==> src/rtl/rx_sync_pkg.sv <==
package rx_sync_pkg;

  typedef enum logic [1:0] {
    ST_HUNT  = 2'd0,
    ST_ALIGN = 2'd1,
    ST_LOCK  = 2'd2
  } sync_state_t;

  // strobes from control to the counter datapath
  typedef struct packed {
    logic clear;
    logic countBad;
    logic countGood;
  } cnt_cmd_t;

  localparam logic [2:0] CODE_HUNT      = 3'b111;
  localparam logic [2:0] CODE_ALIGN     = 3'b101;
  localparam logic [2:0] CODE_LOCK_DATA = 3'b000;
  localparam logic [2:0] CODE_LOCK_FRM  = 3'b001;
  localparam logic [2:0] CODE_LOCK_BAD  = 3'b010;

endpackage

==> src/rtl/rx_sync_ctrl.sv <==
module rx_sync_ctrl
  import rx_sync_pkg::*;
(
  input  logic        clk,
  input  logic        rstN,
  input  logic        chrStrobe,
  input  logic        chrBad,
  input  logic        chrFrame,
  input  logic        bufSlip,
  input  logic        pllUnlock,
  input  logic        nearLimit,
  output cnt_cmd_t    cntCmd,
  output logic [2:0]  statusCode
);

  sync_state_t state, nextState;
  logic        linkFault;

  assign linkFault = bufSlip | pllUnlock;

  always_comb begin
    nextState = state;
    cntCmd    = '0;
    if (linkFault) begin
      nextState    = ST_HUNT;
      cntCmd.clear = 1'b1;
    end else if (chrStrobe) begin
      unique case (state)
        ST_HUNT: begin
          if (!chrBad && chrFrame) nextState = ST_ALIGN;
        end
        ST_ALIGN: begin
          if (chrBad) begin
            nextState    = ST_HUNT;
            cntCmd.clear = 1'b1;
          end else if (!chrFrame) begin
            nextState = ST_LOCK;
          end
        end
        ST_LOCK: begin
          if (chrBad) begin
            cntCmd.countBad = 1'b1;
            if (nearLimit) begin
              nextState    = ST_HUNT;
              cntCmd.clear = 1'b1;
            end
          end else begin
            cntCmd.countGood = 1'b1;
          end
        end
        default: nextState = ST_HUNT;
      endcase
    end
  end

  always_comb begin
    unique case (nextState)
      ST_ALIGN: statusCode = CODE_ALIGN;
      ST_LOCK: begin
        if (chrBad)        statusCode = CODE_LOCK_BAD;
        else if (chrFrame) statusCode = CODE_LOCK_FRM;
        else               statusCode = CODE_LOCK_DATA;
      end
      default: statusCode = CODE_HUNT;
    endcase
  end

  always_ff @(posedge clk) begin
    if (!rstN) state <= ST_HUNT;
    else       state <= nextState;
  end

  // first cycle out of reset finds the hunting state
  assert_reset_hunt_R1: assert property (@(posedge clk) disable iff (!rstN)
    $rose(rstN) |-> state == ST_HUNT);

  // a link fault always lands in hunting
  assert_fault_hunt_R2: assert property (@(posedge clk) disable iff (!rstN)
    (bufSlip || pllUnlock) |=> state == ST_HUNT);

  // lock is only ever entered from resynchronizing
  assert_lock_entry_R6: assert property (@(posedge clk) disable iff (!rstN)
    (state == ST_LOCK && $past(state) != ST_LOCK) |-> $past(state) == ST_ALIGN);

  // a failed character at the counter limit ends the lock
  assert_limit_drop_R3: assert property (@(posedge clk) disable iff (!rstN)
    (state == ST_LOCK && chrStrobe && chrBad && nearLimit) |=> state == ST_HUNT);

endmodule

==> src/rtl/rx_sync_dp.sv <==
module rx_sync_dp
  import rx_sync_pkg::*;
#(
  parameter int DataW      = 8,
  parameter int RunLimit   = 4,
  parameter int ScoreLimit = 4
) (
  input  logic             clk,
  input  logic             rstN,
  input  cnt_cmd_t         cntCmd,
  input  logic             chrStrobe,
  input  logic [DataW-1:0] chrData,
  input  logic [2:0]       statusCode,
  output logic             nearLimit,
  output logic             outStrobe,
  output logic [DataW-1:0] outData,
  output logic [2:0]       outStatus
);

  localparam int RunW   = $clog2(RunLimit + 1);
  localparam int ScoreW = $clog2(ScoreLimit + 1);
  localparam logic [RunW-1:0]   RunLast   = RunW'(RunLimit - 1);
  localparam logic [ScoreW-1:0] ScoreLast = ScoreW'(ScoreLimit - 1);

  logic [RunW-1:0]   runCnt;
  logic [ScoreW-1:0] scoreCnt;

  assign nearLimit = (runCnt == RunLast) || (scoreCnt >= ScoreLast);

  always_ff @(posedge clk) begin
    if (!rstN || cntCmd.clear) begin
      runCnt   <= '0;
      scoreCnt <= '0;
    end else if (cntCmd.countBad) begin
      if (runCnt != RunW'(RunLimit))       runCnt   <= runCnt + 1'b1;
      if (scoreCnt != ScoreW'(ScoreLimit)) scoreCnt <= scoreCnt + 1'b1;
    end else if (cntCmd.countGood) begin
      runCnt <= '0;
      if (scoreCnt != '0) scoreCnt <= scoreCnt - 1'b1;
    end
  end

  always_ff @(posedge clk) begin
    if (!rstN) begin
      outStrobe <= 1'b0;
      outData   <= '0;
      outStatus <= CODE_HUNT;
    end else begin
      outStrobe <= chrStrobe;
      if (chrStrobe || cntCmd.clear) outStatus <= statusCode;
      if (chrStrobe) outData <= chrData;
    end
  end

  // the score never goes below zero on a good character
  assert_score_floor_R4: assert property (@(posedge clk) disable iff (!rstN)
    (cntCmd.countGood && !cntCmd.clear && scoreCnt == '0) |=> scoreCnt == '0);

  // a clear request leaves both counters empty
  assert_clear_R8: assert property (@(posedge clk) disable iff (!rstN)
    cntCmd.clear |=> (runCnt == '0 && scoreCnt == '0));

  // output strobe follows the input strobe by one cycle
  assert_latency_R9: assert property (@(posedge clk) disable iff (!rstN)
    outStrobe == $past(chrStrobe));

endmodule

==> src/rtl/rx_sync_tracker.sv <==
module rx_sync_tracker
  import rx_sync_pkg::*;
#(
  parameter int DataW      = 8,
  parameter int RunLimit   = 4,
  parameter int ScoreLimit = 4
) (
  input  logic             clk,
  input  logic             rstN,
  input  logic             chrStrobe,
  input  logic [DataW-1:0] chrData,
  input  logic             chrBad,
  input  logic             chrFrame,
  input  logic             bufSlip,
  input  logic             pllUnlock,
  output logic             outStrobe,
  output logic [DataW-1:0] outData,
  output logic [2:0]       outStatus
);

  cnt_cmd_t   cntCmd;
  logic       nearLimit;
  logic [2:0] statusCode;

  rx_sync_ctrl i_ctrl (
    .clk        (clk),
    .rstN       (rstN),
    .chrStrobe  (chrStrobe),
    .chrBad     (chrBad),
    .chrFrame   (chrFrame),
    .bufSlip    (bufSlip),
    .pllUnlock  (pllUnlock),
    .nearLimit  (nearLimit),
    .cntCmd     (cntCmd),
    .statusCode (statusCode)
  );

  rx_sync_dp #(
    .DataW      (DataW),
    .RunLimit   (RunLimit),
    .ScoreLimit (ScoreLimit)
  ) i_dp (
    .clk        (clk),
    .rstN       (rstN),
    .cntCmd     (cntCmd),
    .chrStrobe  (chrStrobe),
    .chrData    (chrData),
    .statusCode (statusCode),
    .nearLimit  (nearLimit),
    .outStrobe  (outStrobe),
    .outData    (outData),
    .outStatus  (outStatus)
  );

endmodule

==> config.mk <==
export PLATFORM = sky130hd
export DESIGN_NAME = rx_sync_tracker
export DESIGN_NICKNAME = d
export VERILOG_FILES = /design/src/rtl/rx_sync_pkg.sv /design/src/rtl/rx_sync_ctrl.sv /design/src/rtl/rx_sync_dp.sv /design/src/rtl/rx_sync_tracker.sv
export SDC_FILE = /design/constraint.sdc
export NUM_CORES = 1
export LEC_CHECK = 0
export BUFFER_PORTS_ARGS = -buffer_cell sky130_fd_sc_hd__buf_4
export CAP_MARGIN = 20
export CELL_PAD_IN_SITES_DETAIL_PLACEMENT = 1
export CELL_PAD_IN_SITES_GLOBAL_PLACEMENT = 1
export CORE_MARGIN = 2
export CORE_UTILIZATION = 41
export CTS_BUF_LIST = sky130_fd_sc_hd__clkbuf_8
export DETAILED_ROUTE_END_ITERATION = 8
export GPL_TIMING_DRIVEN = 1
export PLACE_DENSITY_LB_ADDON = 0.08
export RECOVER_POWER = 25
export SYNTH_ARGS = -nofsm -noshare
export SYNTH_HDL_FRONTEND = slang
export SYNTH_SLANG_ARGS = --single-unit
==> constraint.sdc <==
create_clock -name clk -period 3.09 [get_ports clk]
set_input_delay 0.927 -clock clk [delete_from_list [all_inputs] [get_ports clk]]
set_output_delay 0.927 -clock clk [all_outputs]
set_load 0.05 [all_outputs]
Word-level counts from Yosys, hierarchy flattened
Cells that the tools add are included.
{"block": "classes", "n_reduce_logical": 12, "n_addsub": 3, "div": 0, "mux": 27, "order_cmp": 1, "eq_ne": 9, "bitwise": 1, "multipliers": 0, "shift": 0}
{"cell": "3-bit 2-to-1 mux", "n": 9}
{"cell": "2-bit 2-to-1 mux", "n": 10}
{"cell": "3-bit by 1-bit adder with 3-bit output (second input constant)", "n": 2}
{"cell": "3-bit != test (second input constant)", "n": 2}
{"cell": "2-bit case mux with 3 select lines", "n": 1}
{"cell": "3-bit case mux with 2 select lines", "n": 1}
{"cell": "1-bit 2-to-1 mux", "n": 5}
{"cell": "2-bit by 1-bit == test with 1-bit output (second input constant)", "n": 2}
{"cell": "2-bit == test (second input constant)", "n": 2}
{"cell": "2-bit by 1-bit != test with 1-bit output (second input constant)", "n": 2}
{"cell": "2-bit nonzero test", "n": 2}
{"cell": "3-bit by 2-bit == test with 1-bit output (second input constant)", "n": 1}
{"cell": "3-bit by 2-bit greater-or-equal comparator with 1-bit output (second input constant)", "n": 1}
{"cell": "1-bit logical OR", "n": 3}
{"cell": "3-bit AND reduction", "n": 1}
{"cell": "3-bit nonzero test", "n": 1}
{"cell": "3-bit by 1-bit subtractor with 3-bit output (second input constant)", "n": 1}
{"cell": "1-bit logical NOT", "n": 2}
{"cell": "2-bit logical NOT", "n": 1}
{"cell": "1-bit case mux with 2 select lines", "n": 1}
{"cell": "2-bit AND reduction", "n": 1}
{"cell": "1-bit logical AND", "n": 1}
{"cell": "1-bit bitwise OR", "n": 1}
{"block": "word_totals", "mem_bits_ro": 0, "out_inout_bits": 12, "in_bits": 15, "register_bits": 20, "elab_cells": 59, "mem_count": 0, "latchBits": 0, "mem_bits_rw": 0}

Longest topological paths before layout
{"block": "depth", "ltp_word": 9, "mapped_depth": 10, "mapped_depth_nobuf": 10}

By module
Synthesis repeated with hierarchy kept, for this count alone.
{"block": "unflattened", "hier_cells": 131, "hier_area_um2": 1157.4}
{"mod": "rx_sync_dp", "cells_per_inst": 87, "n_inst": 1, "seq_area_each_um2": 360.3, "area_each_um2": 820.8}
{"mod": "rx_sync_ctrl", "cells_per_inst": 44, "n_inst": 1, "seq_area_each_um2": 40.0, "area_each_um2": 336.6}

Least setup slack after synthesis
Ideal clock, no wire load.
{"block": "synth_timing", "path_type": "in2reg", "startpoint": "input chrStrobe", "endpoint": "register i_dp.scoreCnt[2]", "n_path_buf": 1, "arrival_ps": 2412, "stages": 8, "slack_ps": 547, "setup_ps": 131, "required_time_ps": 2959, "path_cell_list": "buf_4 and4bb_2 nand2_1 fa_1 xor2_1 a211oi_1 xnor2_1 nor2_1"}
{"block": "synth_via", "elab_chain_cells": 4, "word_cells_on_any_way": 9, "classes_between": "eq/ne (1); mux (4); reduce/logical (4)"}
{"item": "start, declared", "line_no": "rx_sync_tracker.sv:10", "text": "input logic chrStrobe,"}
{"item": "3-bit 2-to-1 mux (*)", "line_no": "rx_sync_ctrl.sv:27", "text": "end else if (chrStrobe) begin"}
{"item": "2-bit 2-to-1 mux", "line_no": "rx_sync_ctrl.sv:24", "text": "if (linkFault) begin"}
{"item": "2-bit by 1-bit != test with 1-bit output (no line) / 2-bit nonzero test (equally long branches)"}
{"item": "3-bit AND reduction (no line)"}
{"item": "end signal, assigned", "line_no": "rx_sync_dp.sv:36", "text": "if (scoreCnt != ScoreW'(ScoreLimit)) scoreCnt <= scoreCnt + 1'b1;"}
{"item": "end signal, assigned", "line_no": "rx_sync_dp.sv:39", "text": "if (scoreCnt != '0) scoreCnt <= scoreCnt - 1'b1;"}
{"item": "end, declared", "line_no": "rx_sync_dp.sv:26", "text": "logic [ScoreW-1:0] scoreCnt;"}
Every way passes the cells marked *; elsewhere a longest branch is shown, timed or not.
A chain may end at the register's enable or synchronous reset.

Worst setup path in the final report
Ends and elaborated chain as after synthesis.

==> summary.md <==
| Metric | Value |
|---|---|
| Internal power | `between 400 and 500 µW` |
| WP data required | `approximately 3200 ps` |
| PostCTS Resize Cnt | `0` |
| Largest net degree at the start of global routing | `19` |
| Reg2reg setup slack | `580 ps` |
| Clock Path Buffers | `2` |
| Htree depth | `1` |
| Final Max Tran Viols | `0` |
| Hold Slack | `around 490 ps` |
| Switching power | `about 150 µW` |
| Final Hold Viols | `0` |
| Mux contribution to synthesized area | `0.100` |
| Clock latency on the worst-skew pair | `between 200 and 300 ps` |
| Antenna Cells | `0` |
| Grt total ovfl | `0` |
| Final WL | `around 2.5 mm` |
| Yosys top cell area share | `0.360` |
| Outcome | `complete, no violations` |
| Least-Margin Pin Slew | `approximately 630 ps` |
| Post-CTS Setup Bufs | `0` |
| Combinational power share | `0.145` |
| Simple-Gate Fraction of Synth Area | `0.196` |
| Highest clock rate | `slightly below 400 MHz` |
| Final WS setup | `between 400 and 500 ps` |
| Worst flop-to-flop path endpoint | `i_dp.outStatus[0]` |
| FF+latch count, synth | `20` |
| Vias after detailed routing | `just over 900` |
| DRT iter0 DRCs | `14` |
| CTS buffer count | `3` |
| Fin crit period | `roughly 2600 ps` |
| Pre-CTS WS | `approximately 240 ps` |
| Clock transition at path regs | `80 ps` |
| Clock Skews | `between 4 and 5 ps` |
| Critical path type | `primary input to register` |
| Global-route usage over all layers | `0.169` |
| TritonCTS clock tree | `done` |
| Crit path DAT | `between 2000 and 3000 ps` |
| Gpl congestion | `~0.83` |
| Syn nets | `around 140` |
| Synth top area cells | `dfxtp_1 (36%), ha_1 (11%), mux2i_1 (9.0%), nor2b_1 (4.5%), nand2_1 (3.7%)` |
| Final HPWL DP | `~1.9 mm` |
| Most frequent cells in the layout | `buf_4 (27), dfxtp_1 (20), nand2_1 (11)` |
| CP Max Fanout | `18` |
| Power Dens Cells | `about 440 mW/mm²` |
| Crit end category | `register` |
| Clk Tree Root Cell | `clkbuf_8` |
| Slew Limit Headroom | `0.575` |
| Setup tns final | `0 ps` |
| Endpoint with the worst hold slack | `i_dp.outStatus[2]` |
| Sequential share of the synthesized area | `0.360` |
| Initial antenna violation count | `0` |
| Die Wd | `around 56 µm` |
| Adder-Cell Fraction of Synth Area | `0.130` |
| DRT Pass-1 Iters | `3` |
| DRC errors left | `0` |
| RR Startpoint | `i_dp.runCnt[0]` |
| Hold crit path type | `register to register` |
| Crit start category | `primary input` |
| HP Start | `i_dp.outStatus[2]` |
| Clock power share | `0.423` |
| CTS sink cnt | `20` |
| VDD IR max | `approximately 0.00035 V` |
| Area leader, netlist | `dfxtp_1` |
| Worst Reg-to-Reg Cells | `9` |
| I/O Buffers | `26` |
| Synth warn | `0` |
| # IOs | `27` |
| Sequential power share | `0.432` |
| First-pass GRT wire length | `4.33 mm` |
| Synth Instances | `~120` |
| Starting Density | `0.441` |
| Switching part of the total power | `0.239` |
| Most common cell after layout, fill and taps aside | `buf_4` |
| Fraction of layout cells with a size suffix above 1 | `0.243` |
| NumNets Final | `between 150 and 200` |
| Avg Cell Area, Syn | `between 9 and 10 µm²` |
| Xor/xnor share of the synthesized area | `0.0236` |
| Leakage | `between 0.0005 and 0.0006 µW` |
| Cell area after synthesis | `about 0.0011 mm²` |
| Final setup violation count | `0` |
| Post-CTS Hold Buffers | `0` |
| DR WL/cell | `~14 µm` |
| Post-synth cell types | `36` |
| Main combinational cell family by area after synthesis | `simple AND/OR/NAND/NOR gates` |
| Max Cap Violations | `0` |
| Die area | `approximately 0.0031 mm²` |
| Die Y | `about 56 µm` |
| Compound-cell area share of the yosys netlist | `0.143` |
| Vias in the first global route | `slightly below 1000` |
| # rows | `18` |
| Tcrit/Tclk final | `0.840` |
| Via density | `5.32` |
| RSZ-0062 raised after global routing | `false` |
| Hold path cells | `2` |
| CORE AREA | `around 0.0025 mm²` |
| Antenna Nets Post-Route | `0` |
| Final core occ | `0.556` |
| P&R area growth vs syn | `25.8%` |
==> power by group through the flow <==
stage	Sequential (µW)	Combinational, µW	Clock (µW)
4_1_cts	270	91.0	271
3_5_place_dp	276	91.0	0
2_1_floorplan	302	30.0	0
3_3_place_gp	275	89.0	0
5_1_grt	270	96.9	276
6_report	269	90.4	264
==> state kept, by name (all words and copies together) (netlist names) <==
name            flops
i_ctrl.state        2
i_dp.scoreCnt       3
i_dp.outStrobe      1
i_dp.outData        8
i_dp.runCnt         3
i_dp.outStatus      3
==> final cells by class <==
class / count / area (µm²)
Fill cell: 290 / 1120
Clock buffer: 3 / 41.3
Sequential cell: 20 / 400
Clock inverter: 1 / 30.0
Multi-Input combinational cell: 85 / 659
Tap cell: 30 / 37.5
Inverter: 8 / 30.0
Timing Repair Buffer: 27 / 203
==> metal layers <==
layer  vias to the layer above  part of all wire  global-route usage
li1                        461                 -                   -
met4                         0                 0              0.0340
met5                         -                 0                   0
met2                        22              0.48               0.299
met3                         0             0.051              0.0349
met1                       443              0.47               0.211
==> worst max-delay path: stages <==
cell and delay [ps]:
buf_4 240, and4bb_2 310, nand2_1 100, fa_1 440
xor2_1 180, a211oi_1 300, xnor2_1 160, nor2_1 60
==> cells in the mapped netlist (all sizes together) <==
cell type  count
xor2           1
and2           3
nor2b          8
xnor2          2
a211o          1
clkbuf         1
o311ai         1
nor3           1
a21o           1
ha            10
nand4          2
o21ai          2
nor4bb         1
and3           1
a41oi          1
and4bb         1
a22oi          2
a2bb2oi        1
mux2           1
nand2b         2
a21bo          1
nand3          1
a311oi         1
nand2         11
nand4bb        1
a21oi          4
nor2           7
dfxtp         20
a211oi         1
or3            1
o211ai         4
mux2i         10
buf            3
fa             1
inv            8
==> per-stage QoR <==
stage	area (µm²)	power (µW)	std cells
2_1_floorplan	1110	332	117
3_3_place_gp	1330	364	170
3_5_place_dp	1330	367	170
4_1_cts	1400	632	174
5_1_grt	1400	644	174
6_report	1400	623	174
==> cells by family (layout without fill, tap and decap cells) <==
group / Yosys count / count (layout)
simple gates: 40 / 40
compound gates: 20 / 20
flops: 20 / 20
buf+inv: 12 / 39
fa+ha+maj: 11 / 11
mux: 11 / 11
xor+xnor: 3 / 3
==> worst max-delay path by stage <==
| stage | to | from | slack [ps] |
|---|---|---|---|
| 4_1_cts | i_dp.scoreCnt[2] | chrStrobe | 510 |
| 5_1_grt | i_dp.outStatus[0] | i_dp.runCnt[0] | 380 |
| 6_report | i_dp.scoreCnt[2] | chrStrobe | 490 |
| 3_3_place_gp | i_dp.scoreCnt[2] | chrStrobe | 330 |
| 3_5_place_dp | i_dp.scoreCnt[2] | chrStrobe | 240 |
| 2_1_floorplan | i_dp.scoreCnt[2] | chrStrobe | 550 |
Note: power is estimated with default switching activity, not from simulation.
